===== src/rtl/nslow_iir_pkg.sv =====
package nslow_iir_pkg;

    localparam int DEF_LANES = 4;
    localparam int DEF_WIDTH = 16;
    localparam int DEF_COEF  = 24576;   // 0.75 in Q1.15

    // clamp a wide signed value into the signed range of w bits
    function automatic longint clamp_w(input longint v, input int w);
        longint hi;
        longint lo;
        hi = (longint'(1) <<< (w - 1)) - 1;
        lo = -(longint'(1) <<< (w - 1));
        if (v > hi)      return hi;
        else if (v < lo) return lo;
        else             return v;
    endfunction

endpackage


===== src/rtl/iir_delay_line.sv =====
module iir_delay_line #(
    parameter int W     = 16,
    parameter int DEPTH = 2
) (
    input  logic                clk,
    input  logic                rst,
    input  logic signed [W-1:0] d,
    output logic signed [W-1:0] q
);
    generate
        if (DEPTH == 0) begin : g_wire
            assign q = d;
        end else begin : g_chain
            logic signed [W-1:0] tap [DEPTH];
            for (genvar i = 0; i < DEPTH; i++) begin : g_stage
                always_ff @(posedge clk) begin
                    if (rst)         tap[i] <= '0;
                    else if (i == 0) tap[i] <= d;
                    else             tap[i] <= tap[(i == 0) ? 0 : i - 1];
                end
            end
            assign q = tap[DEPTH-1];
        end
    endgenerate
endmodule


===== src/rtl/iir_coef_mul.sv =====
module iir_coef_mul
    import nslow_iir_pkg::*;
#(
    parameter int W    = 16,
    parameter int COEF = 24576
) (
    input  logic                clk,
    input  logic                rst,
    input  logic signed [W-1:0] y_in,
    output logic signed [W-1:0] prod_q,   // sat(floor(y*COEF / 2^(W-1)))
    output logic signed [W-1:0] y_q       // y_in delayed alongside
);
    longint              full;
    logic signed [W-1:0] scaled;

    always_comb begin
        full   = longint'(y_in) * longint'(COEF);
        scaled = W'(clamp_w(full >>> (W - 1), W));
    end

    always_ff @(posedge clk) begin
        if (rst) begin
            prod_q <= '0;
            y_q    <= '0;
        end else begin
            prod_q <= scaled;
            y_q    <= y_in;
        end
    end
endmodule


===== src/rtl/nslow_iir1.sv =====
module nslow_iir1
    import nslow_iir_pkg::*;
#(
    parameter int N    = DEF_LANES,
    parameter int W    = DEF_WIDTH,
    parameter int COEF = DEF_COEF,
    parameter int CW   = (N > 1) ? $clog2(N) : 1
) (
    input  logic                 clk,
    input  logic                 rst,
    input  logic                 in_valid,
    input  logic [CW-1:0]        in_ch,
    input  logic signed [W-1:0]  in_x,
    output logic                 out_valid,
    output logic [CW-1:0]        out_ch,
    output logic signed [W-1:0]  out_y
);
    localparam int MID_DEPTH = N - 2;   // loop regs besides output and product regs

    typedef struct packed {
        logic                valid;
        logic [CW-1:0]       ch;
        logic signed [W-1:0] y;
    } slot_t;

    slot_t               head_q;
    slot_t               head_d;
    logic signed [W-1:0] mid_y;
    logic signed [W-1:0] prod;
    logic signed [W-1:0] y_back;

    // adder stage: new result, or hold the stream's state in an idle slot
    always_comb begin
        head_d.valid = in_valid;
        head_d.ch    = in_ch;
        head_d.y     = in_valid
                     ? W'(clamp_w(longint'(in_x) + longint'(prod), W))
                     : y_back;
    end

    always_ff @(posedge clk) begin
        if (rst) head_q <= '0;
        else     head_q <= head_d;
    end

    iir_delay_line #(.W(W), .DEPTH(MID_DEPTH)) u_mid (
        .clk (clk),
        .rst (rst),
        .d   (head_q.y),
        .q   (mid_y)
    );

    iir_coef_mul #(.W(W), .COEF(COEF)) u_mul (
        .clk    (clk),
        .rst    (rst),
        .y_in   (mid_y),
        .prod_q (prod),
        .y_q    (y_back)
    );

    assign out_valid = head_q.valid;
    assign out_ch    = head_q.ch;
    assign out_y     = head_q.y;
endmodule


===== config.mk =====
export PLATFORM = sky130hd
export DESIGN_NAME = nslow_iir1
export DESIGN_NICKNAME = d
export VERILOG_FILES = /design/src/rtl/nslow_iir_pkg.sv /design/src/rtl/iir_delay_line.sv /design/src/rtl/iir_coef_mul.sv /design/src/rtl/nslow_iir1.sv
export SDC_FILE = /design/constraint.sdc
export NUM_CORES = 1
export LEC_CHECK = 0
export BUFFER_PORTS_ARGS = -buffer_cell sky130_fd_sc_hd__buf_2
export CAP_MARGIN = 10
export CORE_UTILIZATION = 35
export DETAILED_ROUTE_END_ITERATION = 6
export MAX_ROUTING_LAYER = met4
export PLACE_DENSITY = 0.48
export SYNTH_ARGS = -nofsm -noshare
export SYNTH_HDL_FRONTEND = slang
export SYNTH_SLANG_ARGS = --single-unit

===== constraint.sdc =====
create_clock -name clk -period 7.4 [get_ports clk]
set_clock_uncertainty 0.05 [all_clocks]
set_input_delay 1.11 -clock clk [delete_from_list [all_inputs] [get_ports clk]]
set_output_delay 1.11 -clock clk [all_outputs]
set_load 0.02 [all_outputs]

Yosys cells after proc, flatten, opt, wreduce, memory -nomap -nowiden

Memories as Yosys holds them, arrays and structs flattened.
Index checks and enable logic that the tools add are counted.

Register bits after elaboration: 51
Bits in writable memories: 32
Output and inout bits: 19
Logic and storage cells: 26
Memories: 1

Add/subtract/negate cells: 1
Multipliers: 1
Magnitude comparators: 4
Muxes and demuxes: 10
Bitwise operators: 2
Reductions and logical operators: 1

Memories:

| name              | depth | width | rd ports | clocked after memory_dff | write ports | line                 | source |
|---|---|---|---|---|---|---|---|
| u_mid.g_chain.tap | 2     | 16    | 2        | 0                        | 2           | iir_delay_line.sv:14 | `logic signed [W-1:0] tap [DEPTH];` |

Operator list:

| kind                                                  | number |
|---|---|
| two-way mux 16 bit                                    | 6 |
| > comparator 17 x 16 -> 1 bit (second input constant) | 2 |
| < comparator 17 x 16 -> 1 bit (second input constant) | 2 |
| multiplier 16 x 3 -> 19 bit (second input constant)   | 1 |
| adder 16 x 16 -> 17 bit                               | 1 |
| two-way mux 15 bit                                    | 1 |
| two-way mux 1 bit                                     | 3 |
| OR 1 bit                                              | 2 |
| OR reduction 2 bit                                    | 1 |

Depth between registers and ports, before layout

Gate-level depths: netlist of run 1.

Depth in word-level cells: 5
Depth in mapped cells: 12

Cells and area by module

Synthesis of run 1 repeated with hierarchy kept, for this count alone.

Cells, all modules: 447
Area, all modules: 4495.6 um^2

By module, submodules not included:

| module         | times used | cells an instance | area an instance (um^2) |
|---|---|---|---|
| iir_coef_mul   | 1          | 188               | 1895.6 |
| nslow_iir1     | 1          | 192               | 1736.7 |
| iir_delay_line | 1          | 67                | 863.3 |

Worst setup path before layout of run 1

OpenSTA, ideal clock, no wires.

Kind: input to register
Start: input port in_x[0]
End: register head_q (netlist bit out_y[10])
Data arrival time: 3.098 ns
Setup slack: 4.133 ns
Stages: 10
Path buffers: 0
Cell sequence: ha_1 inv_1 fa_1 nor2b_4 o31a_1 o41a_1 or4_1 o2111ai_2 a21oi_1 o221a_1

Word-level cells in the longest chain between the ends: 5
Elaborated cells between the ends (all ways): 6
Classes of those cells: add/sub (1); order compare (2); mux (3)

RTL lines:

| what                          | line                | source |
|---|---|---|
| start, declared               | nslow_iir1.sv:13    | `input logic signed [W-1:0] in_x,` |
| adder 16 x 16 -> 17 bit (*)   | nslow_iir1.sv:37    | `? W'(clamp_w(longint'(in_x) + longint'(prod), W))` |
| < comparator 17 x 16 -> 1 bit | nslow_iir_pkg.sv:14 | `else if (v < lo) return lo;` |
| two-way mux 16 bit            | nslow_iir_pkg.sv:14 |  |
| two-way mux 16 bit (*)        | nslow_iir_pkg.sv:13 | `if (v > hi) return hi;` |
| two-way mux 16 bit (*)        | nslow_iir1.sv:37    |  |
| end signal, assigned          | nslow_iir1.sv:42    | `if (rst) head_q <= '0;` |
| end signal, assigned          | nslow_iir1.sv:43    | `else head_q <= head_d;` |
| end, declared                 | nslow_iir1.sv:26    | `slot_t head_q;` |

Mark *: on every way between the ends. The rest lies on a longest branch, timed or not.
A chain may end at the register's enable or synchronous reset.

==> flow_metrics.tcl, run 1 <==
set metrics [dict create \
    drive_gt1_share_pct 12.8 \
    dr.pass1.iters 4 \
    grt_pass1_wl_um 18400 \
    hp-class "reg2reg" \
    drc 0 \
    postRouteWirelength_um 11500 \
    cts_tree "done" \
    synth_flop_cell "dfxtp_1" \
    cap_violations 0 \
    design.portCount 40 \
    coreArea_mm2 0.0126 \
    slew_violations 0 \
    multiInputGateArea_mm2 0.00269 \
    worst_slack_ps 4080 \
    fp.dieW_um 115 \
    die_h_um 115 \
    vias 3631 \
    initial_utilization_pct 35.8 \
    rsz0062_at_grt "no" \
    grt_pass1_vias 3444 \
    fill_cells 1286 \
    cp.required_ps 7570 \
    worstSetupPathType "reg2reg" \
    synth.net_count 563 \
    overflow 0 \
    worst_slew_pin_slew_ps 718 \
    htreeDepth 3 \
    final_cell_mix "dfxtp_1, nor2b_1, ha_1" \
    synth_top_area_share_pct 36.9 \
    synth-edff-count 0 \
    routedWlPerCell_um 16.4 \
    finalPower_mw 1.10 \
    yosysSeqAreaShare_pct 36.9 \
    final_util_pct 41.0 \
    ir_worst_vdd_mv 0.120 \
    diodes 0 \
    synthDistinctLibCells 62 \
    setup_violations 0 \
    root_buffer "clkbuf_16" \
    final_antenna_net_count 0 \
    vias_per_cell 5.17 \
    power_density_mw_per_mm2 214 \
    clkLatencyLatePin_ps 340 \
    p_leak_nw 2.35 \
    fmax_mhz 301 \
    holdBufCountCts 0 \
    fin_crit_ps 3320 \
    synth_top_cell_by_area "dfxtp_1" \
    ff2ff_setup_slack_ps 4080 \
    ys_seq_elements 83 \
    area_delta_synth_final_pct 14.3 \
    async_flop_share_pct 0 \
    die_area_mm2 0.0133 \
    grt.total_usage_pct 19.0 \
    final_cell_count_no_fill 703 \
    worstSetupEndpointType "flip-flop" \
    critPathMaxFanout 12 \
    cts-resized-gates 0 \
    portBuffers 39 \
    syn_area_mm2 0.00451 \
    clockBufferDepth 2 \
    regArea_mm2 0.00166 \
    grt_max_degree 69 \
    dp.cells 687 \
    dpl.hpwl_um 8820 \
    postCtsSetupBuffers 0 \
    synthCells 496 \
    layout.nets 593 \
    yosys_warnings 0 \
    avgSynthCellArea_um2 9.08 \
    hold_violations 0 \
    clkSlewWorstSetupHoldPaths_ps 70 \
    status "finished clean" \
    drtIter0Drc 176 \
    antenna_found_initial 0 \
    cts.sinks 83 \
    cts_buffers 9 \
    layout_commonest_cell "dfxtp_1" \
    max-slew-margin-rel_pct 51.8 \
    timing.final.crit_share_pct 44.9 \
    fp-row-count 41 \
    dp_slack_ps 3770 \
    gp_congestion 0.831 \
    ys_top_cells_by_area "dfxtp_1, ha_1, nor2b_1" \
    timing.setup.tns_ps 0 \
    arrival_ps 3490 \
    startpoint_type "flip-flop" \
]
registers in the layout, indices dropped and copies added, names as in the netlist:
name               count
u_mid.g_chain.tap     32
out_y                 16
u_mul.prod_q          16
u_mul.y_q             16
out_ch                 2
out_valid              1
where the power goes:
group | internal [mW] | total, mW | switching [mW]
sequential | 0.464 | 0.474 | 0.00990
clock | 0.301 | 0.493 | 0.192
combinational | 0.0544 | 0.136 | 0.0821
total | 0.820 | 1.10 | 0.284
synth_stat cells, types with 4 or more instances:
library cell  number
o31a_1             4
o221a_1           11
nor2b_1           54
nand2_1           23
nor3_1             6
nand3_1           10
and3_1             5
or3_1              4
ha_1              44
o21ai_0           29
a21o_1            18
clkbuf_1          15
o21a_1             8
a211oi_1           5
nand2b_1           8
xnor2_1            8
nor2_1            29
a31oi_1            7
o211ai_1           7
xor2_1             8
dfxtp_1           83
inv_1             13
a21oi_1           37
o21ai_1            7
per-layer routing:
metal | wire length, um | track usage [%] | vias to the layer above | share of wire (%)
met2 | 5270 | 29.3 | 62 | 46
met1 | 5530 | 24.9 | 1681 | 48
met5 | 0 | - | - | 0
li1 | - | - | 1869 | -
met3 | 389 | 3.03 | 19 | 3.4
met4 | 321 | 7.36 | 0 | 2.8
metrics by stage:
| stage | area (um^2) | hold slack [ps] |
|---|---|---|
| 4_1_cts | 5150 | 390 |
| 6_report | 5150 | 387 |
| 2_1_floorplan | 4510 | 364 |
| 5_1_grt | 5150 | 402 |
| 3_5_place_dp | 4820 | 373 |
| 3_3_place_gp | 4820 | 371 |
critical path, cell delays in order (launching register included):
cell and delay [ps]:
dfxtp_1 360, ha_1 310, ha_1 190, inv_1 60
fa_1 400, nor2b_1 200, o31a_1 200, o31a_1 180
o21ai_0 130, o21ai_1 610, o21ai_0 200, a21oi_1 310
final cells by class:
class	count	share of cell area, %
Clock buffer	9	4.37
Clock inverter	7	1.99
Inverter	13	0.948
Multi-Input combinational cell	379	52.3
Sequential cell	83	32.3
Tap cell	172	4.18
Timing Repair Buffer	40	3.94
final timing paths:
path | to | cells past startpoint | startpoint
hold reg to reg | u_mid.g_chain.tap[1][11] | 1 | u_mid.g_chain.tap[0][11]
hold / removal | u_mid.g_chain.tap[1][11] | 1 | u_mid.g_chain.tap[0][11]
setup reg to reg | u_mul.prod_q[2] | 11 | u_mid.g_chain.tap[1][1]
setup / recovery | u_mul.prod_q[2] | 11 | u_mid.g_chain.tap[1][1]
cells by family after synthesis:
kind of cell / share of synthesized area (%)
buffers and inverters: 3.33
AND/OR/NAND/NOR: 19.1
multiplexers: 0.472
adder cells (fa/ha/maj): 13.1
flip-flops: 36.9
AO/OA/AOI/OAI: 24.0
XOR/XNOR: 3.11
Power figures use the tool's default switching activity.
==> run 2: changes to the inputs <==
- clock period: 7.4 -> 3.3 ns (I/O delays scaled with it)
==> run 2 against run 1 <==
Final cell count up 0.28%; combinational power rose by 130%; final area fell by 0.24%; global-route usage is 0.086 points lower; clock power grew 110%; power up 120%; flip-flop and latch count unchanged; critical path type unchanged; largest cell class unchanged.
==> flow_metrics.tcl, run 2 (synthesis gave the netlist of run 1 again) <==
set metrics [dict create \
    fill_cells 1267 \
    timing.setup.tns_ps 0 \
    dpl.hpwl_um 8770 \
    final_cell_count_no_fill 705 \
    cp.required_ps 3470 \
    setup_violations 0 \
    coreArea_mm2 0.0126 \
    fp.dieW_um 115 \
    crit_chain "ha_1 > ha_1 > inv_1 > fa_1 > nor2b_1 > o31a_1 > o31a_1 > o21ai_0 > o21ai_1 > buf_4 > o21ai_0 > mux2_2" \
    vias 3626 \
    regMostFlops "u_mid.g_chain.tap" \
    drc 0 \
    htreeDepth 3 \
    ff2ff_setup_slack_ps 320 \
    status "finished clean" \
    initial_utilization_pct 35.8 \
    dr.pass1.iters 4 \
    clkLatencyLatePin_ps 340 \
    die_h_um 115 \
    rsz0062_at_grt "no" \
    layout_commonest_cell "dfxtp_1" \
    drtIter0Drc 202 \
    antenna_found_initial 0 \
    grt.total_usage_pct 18.9 \
    largest_reg_flops 32 \
    overflow 0 \
    worst_slew_pin_slew_ps 648 \
    root_buffer "clkbuf_16" \
    gp_congestion 0.826 \
    cts-resized-gates 0 \
    cap_violations 0 \
    max-slew-margin-rel_pct 56.7 \
    slew_violations 0 \
    area_delta_synth_final_pct 14.0 \
    final_cell_mix "dfxtp_1, nor2b_1, ha_1" \
    cts_buffers 9 \
    postRouteWirelength_um 11500 \
    startpoint_type "flip-flop" \
    cts_tree "done" \
    worstSetupPathType "reg2reg" \
    clkSlewWorstSetupHoldPaths_ps 70 \
    vias_per_cell 5.14 \
    fmax_mhz 335 \
    diodes 0 \
    cts.sinks 83 \
    drive_gt1_share_pct 12.9 \
    fin_crit_ps 2980 \
    grt_pass1_vias 3380 \
    multiInputGateArea_mm2 0.00269 \
    die_area_mm2 0.0133 \
    routedWlPerCell_um 16.3 \
    final_antenna_net_count 0 \
    hold_violations 0 \
    holdBufCountCts 0 \
    dp_slack_ps 187 \
    critPathMaxFanout 12 \
    postCtsSetupBuffers 0 \
    layout.nets 595 \
    worstSetupEndpointType "flip-flop" \
    hp-class "in2reg" \
    clockBufferDepth 2 \
    portBuffers 39 \
    arrival_ps 3150 \
    dp.cells 689 \
    regArea_mm2 0.00166 \
    p_leak_nw 2.34 \
    grt_pass1_wl_um 18300 \
    finalPower_mw 2.39 \
    fp-row-count 41 \
    grt_max_degree 55 \
    ir_worst_vdd_mv 0.242 \
    power_density_mw_per_mm2 465 \
    timing.final.crit_share_pct 90.4 \
    cp_slowest_cell "mux2_2" \
    worst_slack_ps 316 \
    design.portCount 40 \
    max_stage_delay_ps 360 \
]
## run 2: cell types whose count changed in the layout (fill, tap and decap cells not counted)
cell        previous run  this run
bufinv_16              2         1
buf_4                  1         3
clkinvlp_4             0         1
inv_6                  3         2
clkbuf_1               0         1
## run 2: cell type report
class,instances,area share (%)
flip-flops and latches,83,32.3
multi-input cells,379,52.4
well taps,172,4.19
repair buffers,42,4.24
inverters,13,0.950
clock inverters,6,1.39
clock buffers,10,4.46
## run 2: worst paths after layout
kind	cells past startpoint	to	from
max	12	u_mul.prod_q[15]	u_mid.g_chain.tap[1][1]
min	2	out_ch[0]	in_ch[0]
max reg2reg	12	u_mul.prod_q[15]	u_mid.g_chain.tap[1][1]
min reg2reg	1	u_mid.g_chain.tap[1][14]	u_mid.g_chain.tap[0][14]
## run 2: worst max-delay path: cells and delay by family, from the launching register on
family	cells	cell delay, ps
adder cells (fa/ha/maj)	3	730
AND/OR/NAND/NOR	1	80
AO/OA/AOI/OAI	5	1080
multiplexers	1	360
buffers and inverters	2	240
flip-flops	1	330
## run 2: report_power, final
group / internal [mW] / switching, mW / total (mW)
Clock: 0.596 / 0.422 / 1.02
Sequential: 1.04 / 0.0201 / 1.06
Combinational: 0.122 / 0.187 / 0.308
## run 2: layer usage
metal  track usage, %  part of all wire [%]  vias to the layer above
met3             3.09                   3.0                       15
met4             5.02                   1.6                        0
met5                -                     0                        -
li1                 -                     -                     1861
met1             25.4                    50                     1692
met2             29.4                    46                       58
## run 2: through the flow
step	cell area, um^2	hold WS, ps	utilization, %
final	5140	317	40.9
after CTS	5140	312	40.9
after detailed placement	4840	376	38.5
after floorplan	4510	364	-
after global routing	5140	318	40.9
after global placement	4840	370	38.5
==> run 3: changes to the inputs <==
- CORE_UTILIZATION: 35 -> 60
- PLACE_DENSITY: 0.48 -> 0.76
==> run 3 against run 2 <==
Power is 13% lower; via count is 1.2% higher; register-to-register slack hardly changed; final area is 4.0% lower; flip-flop and latch count stayed put; fmax hardly changed; largest cell class unchanged; die area is 41% lower; highest routed layer unchanged; first-iteration DRC count is 1.5% higher; sequential share of layout area is 1.4 points higher; critical path depth is 1 lower; non-clock buffer count is 2 lower.
==> flow_metrics.tcl, run 3 (synthesis gave the netlist of run 1 again) <==
set metrics [dict create \
    status "finished clean" \
    ir_worst_vdd_mv 0.253 \
    root_buffer "clkbuf_8" \
    area_delta_synth_final_pct 9.41 \
    dp.cells 614 \
    final_antenna_net_count 0 \
    fill_cells 615 \
    max_stage_delay_ps 410 \
    vias_per_cell 5.83 \
    slew_violations 0 \
    gp_congestion 0.926 \
    cts_buffers 9 \
    diodes 0 \
    drive_gt1_share_pct 13.0 \
    arrival_ps 3180 \
    dpl_cell_area_mm2 0.00473 \
    hp-class "in2reg" \
    fmax_mhz 335 \
    dp_slack_ps 172 \
    drtIter0Drc 205 \
    cp.required_ps 3500 \
    fp.dieW_um 88.7 \
    fin_area_mm2 0.00493 \
    crit_chain "ha_1 > ha_1 > inv_1 > fa_1 > nor2b_1 > o31a_1 > o31a_1 > o21ai_0 > o21ai_2 > o21ai_0 > mux2_2" \
    routedWlPerCell_um 16.9 \
    final_util_pct 68.0 \
    worstSetupEndpointType "flip-flop" \
    overflow 0 \
    rsz0062_at_grt "no" \
    worstSetupPathType "reg2reg" \
    reg2reg_depth 11 \
    startpoint_type "flip-flop" \
    largest_reg_flops 32 \
    hold_violations 0 \
    antenna_found_initial 0 \
    dr.pass1.iters 4 \
    grt_pass1_vias 3281 \
    clkSlewWorstSetupHoldPaths_ps 100 \
    worst_slew_pin_slew_ps 675 \
    whs_path_depth 2 \
    grt.total_usage_pct 29.2 \
    critPathMaxFanout 12 \
    p_leak_nw 2.28 \
    cts-resized-gates 0 \
    grt_max_degree 68 \
    regMostFlops "u_mid.g_chain.tap" \
    drc 0 \
    cap_violations 0 \
    clockBufferDepth 2 \
    timing.setup.tns_ps 0 \
    htreeDepth 3 \
    final_cell_count_no_fill 630 \
    coreArea_mm2 0.00725 \
    worst_slack_ps 319 \
    portBuffers 39 \
    die_area_mm2 0.00786 \
    initial_utilization_pct 62.1 \
    layout_commonest_cell "dfxtp_1" \
    holdBufCountCts 0 \
    fp-row-count 31 \
    fin_crit_ps 2980 \
    die_h_um 88.7 \
    cts_tree "done" \
    postCtsSetupBuffers 0 \
    vias 3671 \
    design.portCount 40 \
    grt_pass1_wl_um 16400 \
    dpl.hpwl_um 8070 \
    layout.nets 593 \
    postRouteWirelength_um 10600 \
    max-slew-margin-rel_pct 55.0 \
    ff2ff_setup_slack_ps 320 \
    final_cell_mix "dfxtp_1, nor2b_1, ha_1" \
    cts.sinks 83 \
    cp_slowest_cell "o21ai_2" \
    timing.final.crit_share_pct 90.3 \
    setup_violations 0 \
    power_density_mw_per_mm2 420 \
    clkLatencyLatePin_ps 360 \
]
-- run 3: critical path, delay by kind of cell (launching register included) --
kind	cells	cell delay (ps)
adders and majority gates	3	860
buffers and inverters	1	60
muxes	1	280
AOI/OAI and AO/OA	5	1070
and+or+nand+nor	1	210
DFF	1	330
-- run 3: layout make-up --
| class | instances | area [um^2] | share of cell area [%] |
|---|---|---|---|
| multi-input cells | 379 | 2700 | 54.7 |
| flip-flops and latches | 83 | 1660 | 33.7 |
| repair buffers | 40 | 203 | 4.11 |
| clock buffers | 9 | 124 | 2.51 |
| well taps | 99 | 124 | 2.51 |
| clock inverters | 7 | 71.3 | 1.45 |
| inverters | 13 | 48.8 | 0.990 |
-- run 3: worst paths after layout --
| path | to | startpoint |
|---|---|---|
| worst max-delay path | u_mul.prod_q[15] | u_mid.g_chain.tap[1][2] |
| worst min-delay path | out_ch[0] | in_ch[0] |
| worst min register to register | u_mid.g_chain.tap[1][10] | u_mid.g_chain.tap[0][10] |
| worst max register to register | u_mul.prod_q[15] | u_mid.g_chain.tap[1][2] |
-- run 3: report_power, final --
group	internal (mW)	switching (mW)
Sequential	1.04	0.0211
Combinational	0.122	0.184
Clock	0.295	0.408
-- run 3: per-layer routing --
layer / GRT usage (%) / up-vias / wire [um]
met5: - / - / 0
met4: 13.3 / 0 / 289
met3: 4.76 / 16 / 513
met2: 45.0 / 99 / 4790
met1: 37.6 / 1699 / 5040
li1: - / 1857 / -
-- run 3: per-stage QoR --
step | hold WS, ps | power [mW]
3_3_place_gp | 368 | 1.38
4_1_cts | 277 | 2.09
3_5_place_dp | 374 | 1.39
2_1_floorplan | 364 | 1.30
6_report | 291 | 2.07
5_1_grt | 299 | 2.17
